`config.mk`:
```
export PLATFORM = sky130hd
export DESIGN_NAME = hl_add16_unit
export DESIGN_NICKNAME = d
export VERILOG_FILES = /design/src/rtl/hl_add_pkg.sv /design/src/rtl/hl_add_decode.sv /design/src/rtl/hl_add_operand_mux.sv /design/src/rtl/hl_add_alu.sv /design/src/rtl/hl_add16_unit.sv
export SDC_FILE = /design/constraint.sdc
export NUM_CORES = 1
export LEC_CHECK = 0
export BUFFER_PORTS_ARGS = -buffer_cell sky130_fd_sc_hd__buf_4
export CORE_AREA = 2 2 73 75
export DETAILED_ROUTE_END_ITERATION = 8
export DIE_AREA = 0 0 75 77
export PLACE_DENSITY = 0.88
export SYNTH_ARGS = -nofsm -noshare
export SYNTH_HDL_FRONTEND = slang
export SYNTH_SLANG_ARGS = --single-unit
```
`constraint.sdc`:
```
create_clock -name clk -period 4.55 [get_ports clk]
set_input_delay 0 -clock clk [delete_from_list [all_inputs] [get_ports clk]]
set_output_delay 0 -clock clk [all_outputs]
set_load 0.02 [all_outputs]
```
`src/rtl/hl_add_pkg.sv`:
```
package hl_add_pkg;

  localparam int BYTE_W = 8;
  localparam int WORD_W = 2 * BYTE_W;
  localparam int SUM_W  = WORD_W + 1;

  // flag byte layout, bit 7 down to bit 0
  localparam int FLAG_S  = 7;
  localparam int FLAG_Z  = 6;
  localparam int FLAG_Y  = 5;
  localparam int FLAG_H  = 4;
  localparam int FLAG_X  = 3;
  localparam int FLAG_PV = 2;
  localparam int FLAG_N  = 1;
  localparam int FLAG_C  = 0;

  // byte-wide flag positions shifted up by the extra width of a word op
  localparam int SHIFT_UP = WORD_W - BYTE_W;
  localparam int HC_BIT   = FLAG_H + SHIFT_UP;   // bit 12 of a^b^res
  localparam int Y_BIT    = FLAG_Y + SHIFT_UP;   // result bit 13
  localparam int X_BIT    = FLAG_X + SHIFT_UP;   // result bit 11
  localparam int SIGN_BIT = WORD_W - 1;

  typedef enum logic [1:0] {
    PAIR_BC = 2'd0,
    PAIR_DE = 2'd1,
    PAIR_HL = 2'd2,
    PAIR_SP = 2'd3
  } pair_e;

  typedef logic [WORD_W-1:0] word_t;
  typedef logic [BYTE_W-1:0] byte_t;

  function automatic word_t join_pair(input byte_t hi, input byte_t lo);
    return {hi, lo};
  endfunction

  function automatic logic [SUM_W-1:0] wide_sum(input word_t a, input word_t b,
                                                input logic cin);
    return {1'b0, a} + {1'b0, b} + {{(SUM_W-1){1'b0}}, cin};
  endfunction

  function automatic logic half_of(input word_t a, input word_t b, input word_t r);
    word_t t;
    t = a ^ b ^ r;
    return t[HC_BIT];
  endfunction

  function automatic logic ovf_of(input word_t a, input word_t b, input word_t r);
    return ~(a[SIGN_BIT] ^ b[SIGN_BIT]) & (a[SIGN_BIT] ^ r[SIGN_BIT]);
  endfunction

endpackage

```
`src/rtl/hl_add_decode.sv`:
```
module hl_add_decode
  import hl_add_pkg::*;
(
  input  logic       in_valid,
  input  logic       ed_prefix,
  input  logic [7:0] opcode,
  output logic       add_hit,
  output logic       adc_hit,
  output logic       bad_op,
  output pair_e      pair_sel
);

  logic plain_shape;
  logic pfx_shape;

  // plain form: 00pp1001, prefixed form: 01pp1010
  always_comb begin
    plain_shape = (opcode[7:6] == 2'b00) && (opcode[3:0] == 4'b1001);
    pfx_shape   = (opcode[7:6] == 2'b01) && (opcode[3:0] == 4'b1010);
    add_hit     = in_valid && !ed_prefix && plain_shape;
    adc_hit     = in_valid &&  ed_prefix && pfx_shape;
    bad_op      = in_valid && !add_hit && !adc_hit;
    pair_sel    = pair_e'(opcode[5:4]);
  end

endmodule

```
`src/rtl/hl_add_operand_mux.sv`:
```
module hl_add_operand_mux
  import hl_add_pkg::*;
(
  input  pair_e pair_sel,
  input  byte_t b_in,
  input  byte_t c_in,
  input  byte_t d_in,
  input  byte_t e_in,
  input  word_t hl_word,
  input  word_t sp_in,
  output word_t rr_word
);

  localparam int NUM_PAIRS = 4;

  word_t cand [NUM_PAIRS];

  genvar gi;
  generate
    for (gi = 0; gi < NUM_PAIRS; gi++) begin : g_pair
      if (gi == int'(PAIR_BC)) begin : g_bc
        assign cand[gi] = join_pair(b_in, c_in);
      end else if (gi == int'(PAIR_DE)) begin : g_de
        assign cand[gi] = join_pair(d_in, e_in);
      end else if (gi == int'(PAIR_HL)) begin : g_hl
        assign cand[gi] = hl_word;
      end else begin : g_sp
        assign cand[gi] = sp_in;
      end
    end
  endgenerate

  assign rr_word = cand[pair_sel];

endmodule

```
`src/rtl/hl_add_alu.sv`:
```
module hl_add_alu
  import hl_add_pkg::*;
(
  input  word_t hl_word,
  input  word_t rr_word,
  input  logic  with_carry,
  input  byte_t flags_in,
  output word_t res_word,
  output word_t wz_next,
  output byte_t flags_new,
  output logic  carry_out,
  output logic  half_out,
  output logic  ovf_out
);

  logic [SUM_W-1:0] sum;
  logic             cin;

  always_comb begin
    cin       = with_carry & flags_in[FLAG_C];
    sum       = wide_sum(hl_word, rr_word, cin);
    res_word  = sum[WORD_W-1:0];
    carry_out = sum[WORD_W];
    half_out  = half_of(hl_word, rr_word, res_word);
    ovf_out   = ovf_of(hl_word, rr_word, res_word);
    wz_next   = hl_word + word_t'(1);

    flags_new          = flags_in;   // plain form keeps S, Z, P/V
    flags_new[FLAG_Y]  = res_word[Y_BIT];
    flags_new[FLAG_H]  = half_out;
    flags_new[FLAG_X]  = res_word[X_BIT];
    flags_new[FLAG_N]  = 1'b0;
    flags_new[FLAG_C]  = carry_out;
    if (with_carry) begin
      flags_new[FLAG_S]  = res_word[SIGN_BIT];
      flags_new[FLAG_Z]  = (res_word == '0);
      flags_new[FLAG_PV] = ovf_out;
    end
  end

endmodule

```
`src/rtl/hl_add16_unit.sv`:
```
module hl_add16_unit
  import hl_add_pkg::*;
(
  input  logic        clk,
  input  logic        rst_n,
  input  logic        in_valid,
  input  logic        ed_prefix,
  input  logic [7:0]  opcode,
  input  logic [7:0]  b_in,
  input  logic [7:0]  c_in,
  input  logic [7:0]  d_in,
  input  logic [7:0]  e_in,
  input  logic [7:0]  h_in,
  input  logic [7:0]  l_in,
  input  logic [15:0] sp_in,
  input  logic [7:0]  flags_in,
  input  logic [15:0] wz_in,
  output logic [7:0]  h_out,
  output logic [7:0]  l_out,
  output logic [7:0]  flags_out,
  output logic [15:0] wz_out,
  output logic        illegal,
  output logic        done
);

  logic  add_hit, adc_hit, bad_op;
  pair_e pair_sel;
  word_t hl_word, rr_word, res_word, wz_next;
  byte_t flags_new;
  logic  carry_out, half_out, ovf_out;
  logic  legal;
  logic  done_q;

  assign hl_word = join_pair(h_in, l_in);
  assign legal   = add_hit | adc_hit;

  hl_add_decode u_dec (
    .in_valid (in_valid),
    .ed_prefix(ed_prefix),
    .opcode   (opcode),
    .add_hit  (add_hit),
    .adc_hit  (adc_hit),
    .bad_op   (bad_op),
    .pair_sel (pair_sel)
  );

  hl_add_operand_mux u_mux (
    .pair_sel(pair_sel),
    .b_in    (b_in),
    .c_in    (c_in),
    .d_in    (d_in),
    .e_in    (e_in),
    .hl_word (hl_word),
    .sp_in   (sp_in),
    .rr_word (rr_word)
  );

  hl_add_alu u_alu (
    .hl_word   (hl_word),
    .rr_word   (rr_word),
    .with_carry(adc_hit),
    .flags_in  (flags_in),
    .res_word  (res_word),
    .wz_next   (wz_next),
    .flags_new (flags_new),
    .carry_out (carry_out),
    .half_out  (half_out),
    .ovf_out   (ovf_out)
  );

  always_comb begin
    if (legal) begin
      h_out     = res_word[WORD_W-1:BYTE_W];
      l_out     = res_word[BYTE_W-1:0];
      flags_out = flags_new;
      wz_out    = wz_next;
    end else begin
      h_out     = h_in;
      l_out     = l_in;
      flags_out = flags_in;
      wz_out    = wz_in;
    end
    illegal = bad_op;
  end

  always_ff @(posedge clk) begin
    if (!rst_n) done_q <= 1'b0;
    else        done_q <= in_valid;
  end
  assign done = done_q;

  // decode produces exactly one verdict for a valid input
  p_one_verdict_r9: assert property (@(posedge clk) disable iff (!rst_n)
    in_valid |-> ($countones({add_hit, adc_hit, bad_op}) == 1));

  p_wz_plus_one_r3: assert property (@(posedge clk) disable iff (!rst_n)
    legal |-> (wz_out == hl_word + 16'd1));

  p_add_carry_wrap_r4: assert property (@(posedge clk) disable iff (!rst_n)
    add_hit |-> (flags_out[FLAG_C] == ({h_out, l_out} < hl_word)));

  p_add_keeps_szp_r7: assert property (@(posedge clk) disable iff (!rst_n)
    add_hit |-> (flags_out[FLAG_S] == flags_in[FLAG_S] &&
                 flags_out[FLAG_Z] == flags_in[FLAG_Z] &&
                 flags_out[FLAG_PV] == flags_in[FLAG_PV]));

  p_n_cleared_r7: assert property (@(posedge clk) disable iff (!rst_n)
    legal |-> !flags_out[FLAG_N]);

  p_adc_zero_r8: assert property (@(posedge clk) disable iff (!rst_n)
    adc_hit |-> (flags_out[FLAG_Z] == ({h_out, l_out} == 16'h0000)));

  p_illegal_passthru_r9: assert property (@(posedge clk) disable iff (!rst_n)
    illegal |-> (h_out == h_in && l_out == l_in &&
                 flags_out == flags_in && wz_out == wz_in));

  p_strobe_rise_r10: assert property (@(posedge clk) disable iff (!rst_n)
    in_valid |=> done);

  p_strobe_quiet_r10: assert property (@(posedge clk) disable iff (!rst_n)
    !in_valid |=> !done);

endmodule

```
# After elaboration in Yosys (flattened, before gate mapping)
# Cells that the tools add are included.
[word_totals]
out_inout_bits = 42
register_bits = 1
in_bits = 100
[op_classes]
eq_ne = 3
n_bitwise = 9
muxes = 9
magnitude_cmp = 1
addsub = 3
n_reduce_logical = 13
[op_table]
columns = ["operator", "n"]
rows = [
  ["$mux W16", 3],
  ["$bmux W16 S2", 1],
  ["$xor A13 B13 Y13", 2],
  ["$mux W8", 3],
  ["$add A16 B16 Y17", 1],
  ["$add A17 B1 Y17", 1],
  ["$add A16 B1 Y16 const B", 1],
  ["$logic_not A16 Y1", 1],
  ["$eq A4 B4 Y1 const B", 2],
  ["$logic_and A1 B1 Y1", 8],
  ["$ge A3 B3 Y1 const B", 1],
  ["$logic_not A1 Y1", 3],
  ["$not A2 Y3", 1],
  ["$and A1 B1 Y1", 2],
  ["$eq A2 B1 Y1 const B", 1],
  ["$logic_not A2 Y1", 1],
  ["$mux W2", 1],
  ["$xor A1 B1 Y1", 2],
  ["$mux W1", 1],
  ["$not A1 Y1", 1],
  ["$or A1 B1 Y1", 1],
]

# Logic depth before layout (Yosys ltp)
[depth]
depth_word = 10
mapped_depth = 13

# Cells and area by module
# A second synthesis with hierarchy kept.
[hier_totals]
cells_unflattened = 257
area_unflattened_um2 = 2368.5
[by_module_without_submodules]
columns = ["module", "seq_area_each_um2", "cells_per_inst", "area_each_um2", "n_inst"]
rows = [
  ["hl_add_alu", 0.0, 181, 1310.0, 1],
  ["hl_add16_unit", 20.0, 47, 554.3, 1],
  ["hl_add_operand_mux", 0.0, 20, 424.2, 1],
  ["hl_add_decode", 0.0, 9, 80.1, 1],
]

# Least setup slack after synthesis
# No wires, ideal clock.
[synth_path]
path_type = "in2out"
startpoint = "input port opcode[4]"
endpoint = "output port flags_out[6]"
setup_slack_ns = 0.998
t_arrival_ns = 3.552
path_stages = 11
t_required_ns = 4.550
cell_sequence = "clkbuf_1 -> buf_1 -> mux4_2 -> ha_1 -> o211a_4 -> a211oi_4 -> a221oi_2 -> xnor2_2 -> o2111ai_1 -> or4b_1 -> o21ai_1"
[synth_between]
elab_chain_cells = 9
[synth_lines]
columns = ["item", "line_no", "text"]
rows = [
  ["start, declared", "hl_add16_unit.sv:8", "input logic [7:0] opcode,"],
  ["$not A2 Y3 (not written as such)", "hl_add_operand_mux.sv:33", "assign rr_word = cand[pair_sel];"],
  ["$bmux W16 S2", "hl_add_operand_mux.sv:33", ""],
  ["$mux W16 (not written as such) (2 in series)", "hl_add_operand_mux.sv:33", ""],
  ["$add A16 B16 Y17", "hl_add_pkg.sv:40", "return {1'b0, a} + {1'b0, b} + {{(SUM_W-1){1'b0}}, cin};"],
  ["$add A17 B1 Y17", "hl_add_pkg.sv:40", ""],
  ["$logic_not A16 Y1", "hl_add_alu.sv:36", "flags_new[FLAG_Z] = (res_word == '0);"],
  ["$mux W2", "hl_add_alu.sv:34", "if (with_carry) begin"],
  ["$mux W8", "hl_add16_unit.sv:72", "if (legal) begin"],
  ["end, declared", "hl_add16_unit.sv:20", "output logic [7:0] flags_out,"],
]
# No other way between the ends. The select of a mux whose other input is x is not followed.

# Worst setup path in the final report
[layout_path]
startpoint = "input port opcode[7]"
endpoint = "output port flags_out[6]"
[layout_between]
elab_chain_cells = 8
[layout_lines]
columns = ["item", "line_no", "text"]
rows = [
  ["$eq A2 B1 Y1", "hl_add_decode.sv:19", "pfx_shape = (opcode[7:6] == 2'b01) && (opcode[3:0] == 4'b1010);"],
  ["$logic_and A1 B1 Y1", "hl_add_decode.sv:19", ""],
  ["$logic_and A1 B1 Y1", "hl_add_decode.sv:21", "adc_hit = in_valid && ed_prefix && pfx_shape;"],
  ["$and A1 B1 Y1", "hl_add_alu.sv:20", "cin = with_carry & flags_in[FLAG_C];"],
  ["$add A17 B1 Y17", "hl_add_pkg.sv:40", ""],
  ["$logic_not A16 Y1", "hl_add_alu.sv:36", ""],
  ["$mux W2", "hl_add_alu.sv:34", ""],
  ["$mux W8 (*)", "hl_add16_unit.sv:72", ""],
]
# Every way passes the cells marked *; elsewhere a longest branch is shown, timed or not.

==> reports/qor.log <==
INFO  run_status     status=completed
INFO  synthesis      avg_cell_area_syn=7.72squm
INFO  synthesis      synth_sequential_area_ratio=0.975%
INFO  timing         report.final.hold_viol_count=0
INFO  timing         report.final.slew_viol_count=0
INFO  global_routing grt_start_max_net_pins=72
INFO  placed_design  gp_weighted_congestion=0.951
INFO  worst_setup_path worstPathArrival=3.67ns
INFO  clock_network  cts_setup_buffers=0
INFO  layout         area_growth_syn_to_layout=54.0%
INFO  global_routing grt_first_pass_wirelength=11.0mm
INFO  power_and_ir_drop ir_drop=0.0857mV
INFO  global_routing antenna_found_initial=0
INFO  layout         antenna-diode-count=0
INFO  drt            antenna_left=0
INFO  die            floorplan.initialDensity=41.3%
INFO  die            chipWidth=75um
INFO  synthesis      ys_async_sr_fraction=0%
INFO  timing         post_layout_worst_setup_margin=0.880ns
INFO  synthesis      synth_enable_flop_cells=0
INFO  synthesis      yosys.area.top_type=sky130_fd_sc_hd__mux4_2
INFO  drt            wl_per_cell=15.1um
INFO  die            fp.coreArea=4980squm
INFO  hold_path      worst_hold_path_type=primary input to flop
INFO  timing         rsz0062_at_grt=no
INFO  worst_setup_path critical_path_class=primary input to primary output
INFO  layout         fraction_of_final_layout_cells_with_drive_strength_greater_than_1=44.8%
INFO  timing         final_setup_violating_endpoints=0
INFO  timing         timing_worst_slew_pin_value=0.593ns
INFO  synthesis      synth.net_count=384
INFO  drt            num_vias=2576
INFO  placed_design  placement.io_buffers=141
INFO  synthesis      yosys_register_bits=1
INFO  worst_setup_path cp-startpoint=opcode[7]
INFO  die            num_io_pins=142
INFO  global_routing vias_in_the_first_global_route=2418
INFO  layout         finalNetCount=515
INFO  timing         maxClockFrequency=0.272GHz
INFO  clock_network  post_cts_resize_count=0
INFO  synthesis      ys_top_cells_by_area=sky130_fd_sc_hd__mux4_2 (18%), sky130_fd_sc_hd__ha_1 (9.8%), sky130_fd_sc_hd__o21ai_0 (8.5%), sky130_fd_sc_hd__nand2_1 (7.9%), sky130_fd_sc_hd__xor2_1 (5.5%)
INFO  timing         fin_setup_tns=0ns
INFO  drt            met1_length=2.85mm
INFO  worst_setup_path end_kind=primary output
INFO  drt            viasPerCell=5.54
INFO  global_routing grt.overflow.total=0
INFO  worst_setup_path critPathLaunchType=primary input
INFO  timing         finalWorstPathRequiredPeriod=3.67ns
INFO  power_and_ir_drop p_leak=1.49nW
INFO  clock_network  clk_transition_reported_paths=0ns
INFO  synthesis      synth_warnings=0
INFO  worst_setup_path crit_path_max_fanout=7
INFO  placed_design  place_worst_setup_slack=0.890ns
INFO  drt            post-route-drc-count=0
INFO  synthesis      synth_cell_type_count=56
INFO  die            fp-row-count=26
INFO  synthesis      netlist.area_leader.share=17.6%
INFO  drt            met2RoutedLength=3.54mm
INFO  global_routing gr-usage-all-layers=23.1%
INFO  synthesis      syn-cell-area=2050squm
INFO  synthesis      synthCells=266
INFO  placed_design  place.detailed.hpwl=5.77mm
INFO  placed_design  detailed_place.area=3160squm
INFO  drt            routed-wl-met3=580um
INFO  drt            dr.max_layer_used=met4
INFO  job            drv_cap=0
INFO  layout         largest_reg_flops=1
INFO  synthesis      postSynth.topFlopCell=sky130_fd_sc_hd__dfxtp_1
INFO  timing         maxSlewHeadroom=59.9%
INFO  die            floorplan.die_area=5780squm
INFO  hold_path      worstHoldStart=rst_n
INFO  layout         final_design_instance_area_without_fill=3160squm
INFO  timing         min_period_over_period=80.7%
INFO  drt            postRouteWirelength=7.02mm
INFO  drt            drt_first_iter_violations=88
INFO  worst_setup_path critical_path_required=4.55ns
INFO  die            die-height=77um
INFO  clock_network  cts_hold_buffers=0
INFO  drt            drtPass1Iterations=4
INFO  power_and_ir_drop pwr_density_cell=139nW/um^2
## synthesized netlist by cell type, types with 3 or more instances
library cell	n
sky130_fd_sc_hd__a21o_1	7
sky130_fd_sc_hd__and2_1	4
sky130_fd_sc_hd__ha_1	16
sky130_fd_sc_hd__mux4_2	16
sky130_fd_sc_hd__nor3_1	6
sky130_fd_sc_hd__o21ai_1	3
sky130_fd_sc_hd__xor2_1	13
sky130_fd_sc_hd__a21oi_1	8
sky130_fd_sc_hd__nor2_1	14
sky130_fd_sc_hd__and3_1	4
sky130_fd_sc_hd__o31ai_1	3
sky130_fd_sc_hd__a211oi_1	4
sky130_fd_sc_hd__inv_1	6
sky130_fd_sc_hd__o21ai_0	35
sky130_fd_sc_hd__nand2_1	43
sky130_fd_sc_hd__nand3_1	14
sky130_fd_sc_hd__xnor2_1	9
sky130_fd_sc_hd__clkbuf_1	11
## placed cells by master, fill, tap and decap left out, drive strengths merged, types with 6 or more instances in the layout
cell type  netlist  final
a211oi           6      6
a21o             8      8
a21oi           10     10
and3             6      6
buf              2    142
ha              16     16
inv              6      6
mux4            16     16
nand2           44     44
nand3           14     14
nor2            14     14
nor3             6      6
o21ai           38     38
xnor2           11     11
xor2            13     13
## metal layers
layer	vias to the layer above	global-route usage, %
li1	1275	-
met1	1177	29.4
met2	118	42.5
met3	6	2.37
met4	0	1.61
met5	-	0
## power by group
part / switching, mW / internal, mW / total, mW
Sequential: 0.000212 / 0.00943 / 0.00964
Clock: 0 / 0 / 0
Combinational: 0.218 / 0.212 / 0.430
Total: 0.218 / 0.222 / 0.440
## cell families after synthesis
group	share of synthesized area (%)
AO/OA/AOI/OAI	28.6
XOR/XNOR	11.0
buffers and inverters	3.84
AND/OR/NAND/NOR	25.2
flip-flops	0.975
adder cells (fa/ha/maj)	11.7
multiplexers	18.6
## final timing paths
kind | endpoint | depth (start not counted)
worst max-delay path | flags_out[6] | 15
worst min-delay path | done | 2
## critical path, stage by stage
cell	delay, ns
sky130_fd_sc_hd__buf_4	0.10
sky130_fd_sc_hd__nor4bb_1	0.54
sky130_fd_sc_hd__nand2_1	0.28
sky130_fd_sc_hd__nor2_1	0.19
sky130_fd_sc_hd__fa_1	0.21
sky130_fd_sc_hd__inv_1	0.06
sky130_fd_sc_hd__fa_1	0.39
sky130_fd_sc_hd__and2b_1	0.24
sky130_fd_sc_hd__o211ai_2	0.17
sky130_fd_sc_hd__a2111o_1	0.45
sky130_fd_sc_hd__nand2_1	0.10
sky130_fd_sc_hd__o2111ai_1	0.11
sky130_fd_sc_hd__or4b_1	0.52
sky130_fd_sc_hd__o21ai_1	0.15
sky130_fd_sc_hd__buf_4	0.15
## final cells by class
| type | count | area, sq um |
|---|---|---|
| fill | 462 | 1820 |
| inverter | 6 | 22.5 |
| multi-input combinational | 246 | 1970 |
| sequential | 1 | 20.0 |
| tap | 70 | 87.6 |
| timing repair buffer | 142 | 1070 |
## per-stage QoR
| step | hold slack, ns | total power, mW | std cells | util [%] |
|---|---|---|---|---|
| 6_report | 0.223 | 0.440 | 465 | 63.5 |
| 5_1_grt | 0.236 | 0.479 | 465 | 63.5 |
| 2_1_floorplan | 0.122 | 0.283 | 266 | - |
| 3_5_place_dp | 0.230 | 0.438 | 465 | 63.5 |
| 3_3_place_gp | 0.224 | 0.430 | 465 | 63.5 |
| 4_1_cts | 0.228 | 0.440 | 465 | 63.5 |
No activity file was read; power rests on OpenSTA's default activity.
